File: src/rtl/boost_pkg.sv
package boost_pkg;
  localparam int unsigned NUM_CH = 2;
  typedef enum logic [0:0] {
    CH_A = 1'b0,
    CH_B = 1'b1
  } boost_ch_e;
endpackage

File: src/rtl/boost_rst_sync.sv
module boost_rst_sync #(
  parameter int unsigned STAGES = 2
) (
  input  logic clk_i,
  input  logic rst_ni,
  output logic rst_sync_no
);
  logic [STAGES-1:0] sync_q;
  logic [STAGES-1:0] sync_d;

  always_comb begin
    sync_d = {sync_q[STAGES-2:0], 1'b1};
  end

  always_ff @(posedge clk_i or negedge rst_ni) begin
    if (!rst_ni) begin
      sync_q <= '0;
    end else begin
      sync_q <= sync_d;
    end
  end

  assign rst_sync_no = sync_q[STAGES-1];
endmodule

File: src/rtl/boost_trig_gate.sv
module boost_trig_gate #(
  parameter int unsigned N = 2
) (
  input  logic [N-1:0] phase_chg_i,
  input  logic         inhibit_i,
  output logic [N-1:0] load_o,
  output logic         clear_o
);
  always_comb begin
    load_o  = phase_chg_i & ~{N{inhibit_i}};
    clear_o = inhibit_i;
  end
endmodule

File: src/rtl/boost_oneshot.sv
module boost_oneshot #(
  parameter int unsigned W = 16
) (
  input  logic         clk_i,
  input  logic         rst_ni,
  input  logic         load_i,
  input  logic         clear_i,
  input  logic [W-1:0] dur_i,
  output logic         active_o
);
  logic [W-1:0] cnt_q;
  logic [W-1:0] cnt_d;
  logic         cnt_en;
  logic         busy;

  assign busy = (cnt_q != '0);

  always_comb begin
    cnt_d  = cnt_q;
    cnt_en = clear_i | load_i | busy;
    if (clear_i) begin
      cnt_d = '0;
    end else if (load_i) begin
      cnt_d = dur_i;
    end else if (busy) begin
      cnt_d = cnt_q - 1'b1;
    end
  end

  always_ff @(posedge clk_i or negedge rst_ni) begin
    if (!rst_ni) begin
      cnt_q <= '0;
    end else if (cnt_en) begin
      cnt_q <= cnt_d;
    end
  end

  assign active_o = busy;
endmodule

File: src/rtl/boost_pulse_pair.sv
module boost_pulse_pair #(
  parameter int unsigned DUR_W = 16
) (
  input  logic                               clk_i,
  input  logic                               rst_ni,
  input  logic [boost_pkg::NUM_CH-1:0]       phase_chg_i,
  input  logic [DUR_W-1:0]                   dur_i,
  input  logic                               inhibit_i,
  output logic [boost_pkg::NUM_CH-1:0]       boost_o
);
  localparam int unsigned NCH = boost_pkg::NUM_CH;

  logic           rst_sync_n;
  logic [NCH-1:0] load;
  logic           clear;
  logic [NCH-1:0] active;

  boost_rst_sync #(.STAGES(2)) u_rst (
    .clk_i       (clk_i),
    .rst_ni      (rst_ni),
    .rst_sync_no (rst_sync_n)
  );

  boost_trig_gate #(.N(NCH)) u_gate (
    .phase_chg_i (phase_chg_i),
    .inhibit_i   (inhibit_i),
    .load_o      (load),
    .clear_o     (clear)
  );

  for (genvar g = 0; g < NCH; g++) begin : g_ch
    boost_oneshot #(.W(DUR_W)) u_shot (
      .clk_i    (clk_i),
      .rst_ni   (rst_sync_n),
      .load_i   (load[g]),
      .clear_i  (clear),
      .dur_i    (dur_i),
      .active_o (active[g])
    );
  end

  assign boost_o = active & ~{NCH{inhibit_i}};
endmodule

File: config.mk
export PLATFORM = sky130hd
export DESIGN_NAME = boost_pulse_pair
export DESIGN_NICKNAME = d
export VERILOG_FILES = /design/src/rtl/boost_pkg.sv /design/src/rtl/boost_rst_sync.sv /design/src/rtl/boost_trig_gate.sv /design/src/rtl/boost_oneshot.sv /design/src/rtl/boost_pulse_pair.sv
export SDC_FILE = /design/constraint.sdc
export NUM_CORES = 1
export LEC_CHECK = 0
export BUFFER_PORTS_ARGS = -buffer_cell sky130_fd_sc_hd__clkbuf_2
export CAP_MARGIN = 10
export CORE_MARGIN = 5
export CORE_UTILIZATION = 60
export CTS_BUF_LIST = sky130_fd_sc_hd__clkbuf_4 sky130_fd_sc_hd__clkbuf_8
export DETAILED_ROUTE_END_ITERATION = 10
export HOLD_SLACK_MARGIN = 0.15
export PLACE_DENSITY_LB_ADDON = 0.05
export SLEW_MARGIN = 20
export SYNTH_ARGS = -nofsm -noshare
export SYNTH_HDL_FRONTEND = slang
export SYNTH_SLANG_ARGS = --single-unit
File: constraint.sdc
create_clock -name clk_i -period 2.4 [get_ports clk_i]
set_clock_uncertainty 0.15 [all_clocks]
set_input_delay 0.24 -clock clk_i [delete_from_list [all_inputs] [get_ports clk_i]]
set_output_delay 0.24 -clock clk_i [all_outputs]
set_load 0.005 [all_outputs]
==> flow_metrics.tcl, run 1 <==
set metrics [dict create \
    grt_pass1_vias 1742 \
    post_drt_wl_per_cell_um 15.3 \
    die_x_um 68.5 \
    p_leak_nw 1.11 \
    finalCriticalPeriod_ps 2240 \
    hold_path_class "input port to register" \
    hold_path_depth 3 \
    core_um2 3340 \
    ff2ff_setup_slack_ps 170 \
    antenna_left 0 \
    max_cap_violations 0 \
    final_area_um2 2560 \
    setup.worst_path.start_class "register" \
    portBuffers 22 \
    fin_setup_tns_ps 0 \
    diodes 0 \
    globalplace.congestion 0.914 \
    hold_path_end "g_ch[0].u_shot.cnt_q[2]" \
    nets 306 \
    synth_cell_types 46 \
    drive_above_1_share 0.201 \
    hold_viol 0 \
    crit_start "g_ch[0].u_shot.cnt_q[0]" \
    cts.path.max_buffers 2 \
    start_util 0.616 \
    vias_per_cell 5.53 \
    place_ws_ps 194 \
    fp.dieH_um 68.5 \
    cp.arrival_ps 1850 \
    crit_fanout 5 \
    syn_inst 229 \
    crit_required_ps 2010 \
    cts_sinks 34 \
    routed_wl_mm 5.04 \
    fillers 260 \
    grt_use_total 0.242 \
    synth_area_leaders "dfrtp_1 41%, nand2_1 5.3%, nor2_1 5.1%" \
    drc 0 \
    cts_buffers 5 \
    async_flop_share 1.00 \
    synth_edf_count 0 \
    cts_tree "yes" \
    period_share 0.933 \
    die-area_um2 4690 \
    clk_latency_ps 340 \
    h-tree-depth 2 \
    first_iter_violations 122 \
    peakVddDrop_uv 383 \
    via_count 1825 \
    place_area_um2 2220 \
    yosysTopAreaCellShare 0.414 \
    max-slew-margin-rel 0.660 \
    worst_pin_slew_ps 510 \
    clk_pin_slew_ps 100 \
    worstHoldStart "phase_chg_i[0]" \
    ys_warn_count 0 \
    synth_ff_type "dfrtp_1" \
    cts_root_buffer "clkbuf_4" \
    first_pass_iters 4 \
    hpwl_mm 3.41 \
    avgSynthCellArea_um2 8.97 \
    seq_area_frac_synth 0.414 \
    grt_pass1_wl_mm 8.26 \
    cellPowerDensity_nw_per_um2 560 \
    pin_count 23 \
    cp-end-kind "primary output" \
    reg2reg_from "g_ch[0].u_shot.cnt_q[0]" \
    r2r_end "g_ch[0].u_shot.cnt_q[10]" \
    max_freq_ghz 0.447 \
    rsz0062_at_grt "false" \
    crit_type "register to primary output" \
    rows 21 \
    grt_max_degree 33 \
    synth.ff_latch_count 34 \
    slew_violations 0 \
    grt-ovfl-total 0 \
    status "finished clean" \
    area_growth_pct 24.4 \
    finalSetupViolCount 0 \
    synthesis.nets 252 \
    syn_area_um2 2050 \
    fin_ws_ps 161 \
    yosysTopAreaCell "dfrtp_1" \
    reg2regPathDepth 7 \
    antenna_found_initial 0 \
]
[cell usage in the layout, fill, tap and decap left out, types with 3 or more instances in the layout]
cell           netlist  layout
or3_1                6       6
nor4_1               6       6
inv_1                9       9
o21ai_0             10      10
nor2_1              28      27
buf_4                1      11
nand4_1              5       5
nand3_1              3       3
a21oi_1             14      14
a211oi_1             6       6
mux2i_1              3       3
xnor2_1             11      11
nand2_1             29      28
a221oi_1             3       3
nor3_1              10      10
dlygate4sd3_1        0      23
xor2_1               8       8
clkbuf_2             0      22
clkbuf_4             0       6
dfrtp_1             34      34
[area by class of cell]
| class | count | area, um^2 | area share |
|---|---|---|---|
| clock buffer | 7 | 58.8 | 0.0230 |
| clock inverter | 1 | 5.00 | 0.00196 |
| inverter | 9 | 33.8 | 0.0132 |
| multi-input combinational | 177 | 1130 | 0.441 |
| sequential | 34 | 851 | 0.333 |
| tap | 46 | 57.6 | 0.0225 |
| timing repair buffer | 56 | 423 | 0.165 |
[power by group]
group	internal, mW	switching [mW]	total, mW
Combinational	0.194	0.213	0.406
Sequential	0.621	0.0613	0.682
Clock	0.153	0.190	0.343
Total	0.968	0.463	1.43
[per-layer routing]
| metal | wire length (um) | share of wire | track usage | vias to the layer above |
|---|---|---|---|---|
| li1 | - | - | - | 926 |
| met1 | 2220 | 0.44 | 0.310 | 839 |
| met2 | 2550 | 0.51 | 0.406 | 49 |
| met3 | 181 | 0.036 | 0.0405 | 11 |
| met4 | 82 | 0.016 | 0.0968 | 0 |
| met5 | 0 | 0 | 0 | - |
[how the worst max path moves through the flow]
| stage | to | cells past startpoint |
|---|---|---|
| after global placement | g_ch[0].u_shot.cnt_q[10] | 7 |
| final | boost_o[0] | 7 |
| after CTS | boost_o[1] | 6 |
| after floorplan | g_ch[0].u_shot.cnt_q[15] | 5 |
| after global routing | boost_o[0] | 7 |
| after detailed placement | g_ch[0].u_shot.cnt_q[10] | 7 |
[per-stage QoR]
| stage | utilization | cells | power, mW | hold WS (ps) |
|---|---|---|---|---|
| floorplan | - | 229 | 0.952 | -206 |
| global placement | 0.665 | 295 | 1.04 | -126 |
| detailed placement | 0.665 | 295 | 1.05 | -122 |
| CTS | 0.754 | 326 | 1.42 | 191 |
| global route | 0.766 | 330 | 1.51 | 231 |
| finish | 0.766 | 330 | 1.43 | 194 |
[registers in the layout (all words and copies together), names as in the netlist]
name	count
g_ch.u_shot.cnt_q	32
u_rst.sync_q	2
[cells in the mapped netlist, types with 3 or more instances]
library cell  count
clkbuf_1          5
nor2_1           28
a211oi_1          6
dfrtp_1          34
nand2_1          29
xnor2_1          11
inv_1             9
nor3_1           10
xor2_1            8
a221oi_1          3
nand4_1           5
nand3_1           3
a21oi_1          14
or3_1             6
o21ai_0          10
mux2i_1           3
nor4_1            6
[cell families (layout without fill, tap and decap cells)]
group / after synthesis / after routing / synth area share
XOR/XNOR: 19 / 19 / 0.0810
other: 1 / 1 / 0.00183
flip-flops: 34 / 34 / 0.414
AND/OR/NAND/NOR: 105 / 105 / 0.278
adder cells (fa/ha/maj): 2 / 2 / 0.0122
buffers and inverters: 18 / 73 / 0.0432
multiplexers: 4 / 4 / 0.0219
AO/OA/AOI/OAI: 46 / 46 / 0.147
[worst max-delay path: stages (launching register included)]
cell	delay (ps)
dfrtp_1	380
inv_1	100
ha_2	220
nor4b_4	310
nand2_2	170
nor2_4	170
nor2_1	50
clkbuf_2	110
[timing repair]
item | CTS | global route
gates cloned | 0 | 0
setup endpoints to repair | 1 | 3
endpoints found under the hold margin | 66 | 0
hold buffers | 23 | 0
resized for setup | 1 | 3
pin swaps | 0 | 1
buffers inserted | 0 | 4
Note: power is estimated with default switching activity, not from simulation.
==> run 2, diff against run 1 <==
--- a/config.mk
+++ b/config.mk
@@ -9,5 +9,5 @@
 export CAP_MARGIN = 10
-export CORE_MARGIN = 5
+export CORE_MARGIN = 2
 export CORE_UTILIZATION = 60
-export CTS_BUF_LIST = sky130_fd_sc_hd__clkbuf_4 sky130_fd_sc_hd__clkbuf_8
+export CTS_BUF_LIST = sky130_fd_sc_hd__clkbuf_2 sky130_fd_sc_hd__clkbuf_4 sky130_fd_sc_hd__clkbuf_8
 export DETAILED_ROUTE_END_ITERATION = 10
--- a/constraint.sdc
+++ b/constraint.sdc
@@ -4,2 +4,2 @@
 set_output_delay 0.24 -clock clk_i [all_outputs]
-set_load 0.005 [all_outputs]
+set_load 0.02 [all_outputs]
==> flow_metrics.tcl, run 2 (same netlist as run 1, synthesis figures left out) <==
set metrics [dict create \
    cellPowerDensity_nw_per_um2 573 \
    top_regs "g_ch.u_shot.cnt_q x32, u_rst.sync_q x2" \
    pin_count 23 \
    area_growth_pct 21.6 \
    crit_fanout 5 \
    fin_setup_tns_ps 0 \
    cts_sinks 34 \
    largest_reg_flops 32 \
    fp.dieH_um 62.5 \
    die_x_um 62.5 \
    finalSetupViolCount 0 \
    dp_cells 292 \
    max_freq_ghz 0.441 \
    layout_commonest_cell "dfrtp_1" \
    hold_path_class "input port to register" \
    fillers 252 \
    hpwl_mm 3.44 \
    peakVddDrop_uv 485 \
    grt_pass1_vias 1939 \
    reg2regPathDepth 5 \
    hold_path_depth 3 \
    first_iter_violations 171 \
    hold_viol 0 \
    antenna_left 0 \
    setup.worst_path.start_class "register" \
    core_um2 3310 \
    slew_violations 0 \
    final_cell_mix "34 x dfrtp_1, 28 x nand2_1, 27 x nor2_1" \
    portBuffers 22 \
    worst_pin_slew_ps 534 \
    cts_root_buffer "clkbuf_4" \
    crit_required_ps 2010 \
    final_cells 323 \
    period_share 0.945 \
    antenna_found_initial 0 \
    cts_buffers 5 \
    regMostFlops "g_ch.u_shot.cnt_q" \
    clk_pin_slew_ps 110 \
    fin_total_pwr_mw 1.43 \
    vias_per_cell 5.62 \
    drive_above_1_share 0.191 \
    via_count 1814 \
    grt-ovfl-total 0 \
    nets 299 \
    clk_latency_ps 350 \
    post_drt_wl_per_cell_um 15.4 \
    die-area_um2 3910 \
    p_leak_nw 1.08 \
    rows 21 \
    timing.hold.ws_ps 151 \
    finalCriticalPeriod_ps 2270 \
    h-tree-depth 2 \
    status "finished clean" \
    drc 0 \
    rsz0062_at_grt "false" \
    diodes 0 \
    cts.path.max_buffers 2 \
    start_util 0.621 \
    grt_max_degree 33 \
    grt_pass1_wl_mm 8.70 \
    routed_wl_mm 4.97 \
    max_cap_violations 0 \
    grt_use_total 0.280 \
    cp.arrival_ps 1880 \
    crit_type "register to primary output" \
    globalplace.congestion 0.886 \
    cts_tree "yes" \
    first_pass_iters 4 \
    max-slew-margin-rel 0.643 \
    cp-end-kind "primary output" \
]
==> run 2: cell count changes in the layout (fill, tap and decap cells not counted), sizes merged <==
cell / previous run / this run
buf: 11 / 7
clkbuf: 29 / 28
dlygate4sd3: 23 / 21
==> run 2: critical path: stages, from the launching register on <==
cell and delay, ps:
dfrtp_1 410, inv_1 90, ha_2 200, nor4b_4 300, nand2_2 150, nor2_4 150
nor2_1 50, buf_2 180
==> run 2: final timing paths <==
kind | startpoint | end | slack, ps
max | g_ch[0].u_shot.cnt_q[1] | boost_o[0] | 130
min | phase_chg_i[1] | g_ch[1].u_shot.cnt_q[8] | 150
max reg2reg | g_ch[0].u_shot.cnt_q[7] | g_ch[0].u_shot.cnt_q[15] | 200
min reg2reg | u_rst.sync_q[0] | u_rst.sync_q[1] | 220
max in group asynchronous | u_rst.sync_q[1] | g_ch[0].u_shot.cnt_q[11] | 1110
min in group asynchronous | rst_ni | u_rst.sync_q[0] | 610
==> run 2: layout make-up <==
| class | count | area [um^2] | area share |
|---|---|---|---|
| clock inverters | 1 | 5.00 | 0.00200 |
| multi-input cells | 177 | 1130 | 0.451 |
| flip-flops and latches | 34 | 851 | 0.341 |
| repair buffers | 49 | 365 | 0.146 |
| well taps | 46 | 57.6 | 0.0230 |
| clock buffers | 7 | 58.8 | 0.0235 |
| inverters | 9 | 33.8 | 0.0135 |
==> run 2: repair_timing <==
action | 4_1_cts | 5_1_grt
setup buffers | 1 | 1
hold buffers | 21 | 0
resized for setup | 0 | 6
hold endpoints to repair | 66 | 0
pin swaps | 1 | 0
setup endpoints to repair | 1 | 1
==> run 2: routing by layer <==
metal | up-vias | GRT usage | part of all wire | wire (um)
met3 | 14 | 0.0378 | 0.034 | 167
met2 | 56 | 0.481 | 0.50 | 2500
met4 | 0 | 0.133 | 0.026 | 131
met5 | - | 0 | 0 | 0
met1 | 839 | 0.349 | 0.44 | 2170
li1 | 905 | - | - | -
==> run 2: power breakdown <==
part	switching, mW	internal [mW]	total (mW)	leakage, nW
clock	0.199	0.153	0.353	0.0387
sequential	0.0639	0.621	0.685	0.440
combinational	0.210	0.185	0.395	0.603
total	0.473	0.959	1.43	1.08
==> run 2: through the flow <==
| stage | util | setup WS, ps | area, um^2 |
|---|---|---|---|
| after floorplan | - | 330 | 2050 |
| after global placement | 0.664 | 270 | 2200 |
| after detailed placement | 0.664 | 187 | 2200 |
| after CTS | 0.749 | 1.39 | 2480 |
| after global routing | 0.755 | 37.9 | 2500 |
| final | 0.755 | 132 | 2500 |
==> run 3, diff against run 2 <==
Settings changed: CORE_UTILIZATION 60 to 58, CTS_BUF_LIST sky130_fd_sc_hd__clkbuf_2 sky130_fd_sc_hd__clkbuf_4 sky130_fd_sc_hd__clkbuf_8 to default.
==> flow_metrics.tcl, run 3 (same netlist as run 1, synthesis figures left out) <==
set metrics [dict create \
    status "finished clean" \
    cts_buffers 5 \
    cellPowerDensity_nw_per_um2 565 \
    nets 302 \
    place_ws_ps 190 \
    core_um2 3360 \
    fin_ws_ps 147 \
    top_regs "g_ch.u_shot.cnt_q x32, u_rst.sync_q x2" \
    cp.arrival_ps 1860 \
    die-area_um2 4030 \
    rows 21 \
    crit_buf_inv 2 \
    grt_pass1_wl_mm 8.67 \
    regMostFlops "g_ch.u_shot.cnt_q" \
    critPathSlowestCell "dfrtp_1" \
    cp-end-kind "primary output" \
    crit_fanout 5 \
    cts_root_buffer "clkbuf_4" \
    area_growth_pct 22.3 \
    post_drt_wl_per_cell_um 15.5 \
    crit_chain "inv_1 > ha_1 > nor4b_4 > nand2_2 > nor2_2 > nor2_1 > clkbuf_2" \
    cts_sinks 34 \
    start_util 0.611 \
    hold_path_class "input port to register" \
    p_leak_nw 1.09 \
    grt_pass1_vias 1882 \
    fp.dieH_um 63.5 \
    clkPwrFrac 0.236 \
    h-tree-depth 2 \
    first_iter_violations 103 \
    crit_type "register to primary output" \
    switchingPower_mw 0.466 \
    p_sw_frac 0.329 \
    pin_count 23 \
    hpwl_mm 3.28 \
    crit_start "g_ch[0].u_shot.cnt_q[0]" \
    hold_path_depth 3 \
    cts_tree "yes" \
    drive_above_1_share 0.186 \
    r2r_end "g_ch[0].u_shot.cnt_q[8]" \
    max_cap_violations 0 \
    first_pass_iters 4 \
    peakVddDrop_uv 449 \
    antenna_found_initial 0 \
    hold_path_end "g_ch[0].u_shot.cnt_q[10]" \
    worst_pin_slew_ps 517 \
    final_util 0.747 \
    reg2regPathDepth 7 \
    layout_commonest_cell "dfrtp_1" \
    routed_wl_mm 5.05 \
    antenna_left 0 \
    drc 0 \
    largest_reg_flops 32 \
    p_comb_frac 0.283 \
    finalCriticalPeriod_ps 2250 \
    clk_pin_slew_ps 120 \
    period_share 0.939 \
    crit_required_ps 2010 \
    max-slew-margin-rel 0.655 \
    place_area_um2 2210 \
    portBuffers 22 \
    hold_viol 0 \
    setup.worst_path.start_class "register" \
    fillers 267 \
    globalplace.congestion 0.879 \
    cp_slowest_stage_delay_ps 380 \
    vias_per_cell 5.72 \
    ff2ff_setup_slack_ps 180 \
    via_count 1865 \
    worstHoldStart "phase_chg_i[0]" \
    grt_use_total 0.278 \
    cts.path.max_buffers 2 \
    finalSetupViolCount 0 \
    clk_latency_ps 340 \
    diodes 0 \
    final_area_um2 2510 \
    slew_violations 0 \
    grt_max_degree 33 \
    cpLargestDelayFamily "simple AND/OR/NAND/NOR gates" \
    p_int_mw 0.952 \
    max_freq_ghz 0.444 \
    final_cell_mix "34 x dfrtp_1, 28 x nand2_1, 27 x nor2_1" \
    grt-ovfl-total 0 \
    reg2reg_from "g_ch[0].u_shot.cnt_q[0]" \
    timing.hold.ws_ps 179 \
    p_seq_frac 0.481 \
    die_x_um 63.5 \
]
==> run 3: repair_timing <==
action / CTS / global route
hold buffers: 22 / 0
pin swaps: 1 / 0
hold endpoints to repair: 66 / 0
buffers inserted: 2 / 0
endpoints found under the setup margin: 2 / 1
resized for setup: 0 / 2
==> run 3: worst min-delay path, stage by stage <==
cell	delay (ps)
clkbuf_2	220
nand2_1	120
a21oi_1	50
==> run 3: cell type report <==
cell class,count,area [um^2],area share
sequential,34,851,0.339
tap,46,57.6,0.0229
timing repair buffer,52,390,0.155
multi-input combinational,177,1120,0.446
clock inverter,1,5.00,0.00199
clock buffer,7,55.1,0.0219
inverter,9,33.8,0.0134
==> run 3: per-stage QoR <==
step	TNS, ps	total power, mW	instances
6_report	0	1.42	326
5_1_grt	-1.28	1.51	326
4_1_cts	0	1.42	326
3_5_place_dp	0	1.05	294
3_3_place_gp	0	1.05	294
2_1_floorplan	0	0.955	229
==> run 3: worst max path at each step <==
| stage | cells after the start | end |
|---|---|---|
| final | 7 | boost_o[0] |
| after global routing | 7 | boost_o[0] |
| after CTS | 7 | boost_o[0] |
| after detailed placement | 7 | g_ch[0].u_shot.cnt_q[10] |
| after global placement | 5 | g_ch[0].u_shot.cnt_q[15] |
| after floorplan | 5 | g_ch[0].u_shot.cnt_q[15] |
==> run 3: metal layers <==
layer  GRT usage  routed length (um)
met1       0.349                2180
met2       0.461                2470
met3      0.0643                 261
met4       0.117                 144
met5           0                   0
==> run 3: power groups by stage <==
stage               clock (mW)  combinational [mW]  sequential, mW
floorplan                    0               0.268           0.686
global placement             0               0.357           0.690
detailed placement           0               0.358           0.692
CTS                      0.345               0.393           0.681
global route             0.370               0.447           0.690
finish                   0.335               0.402           0.682
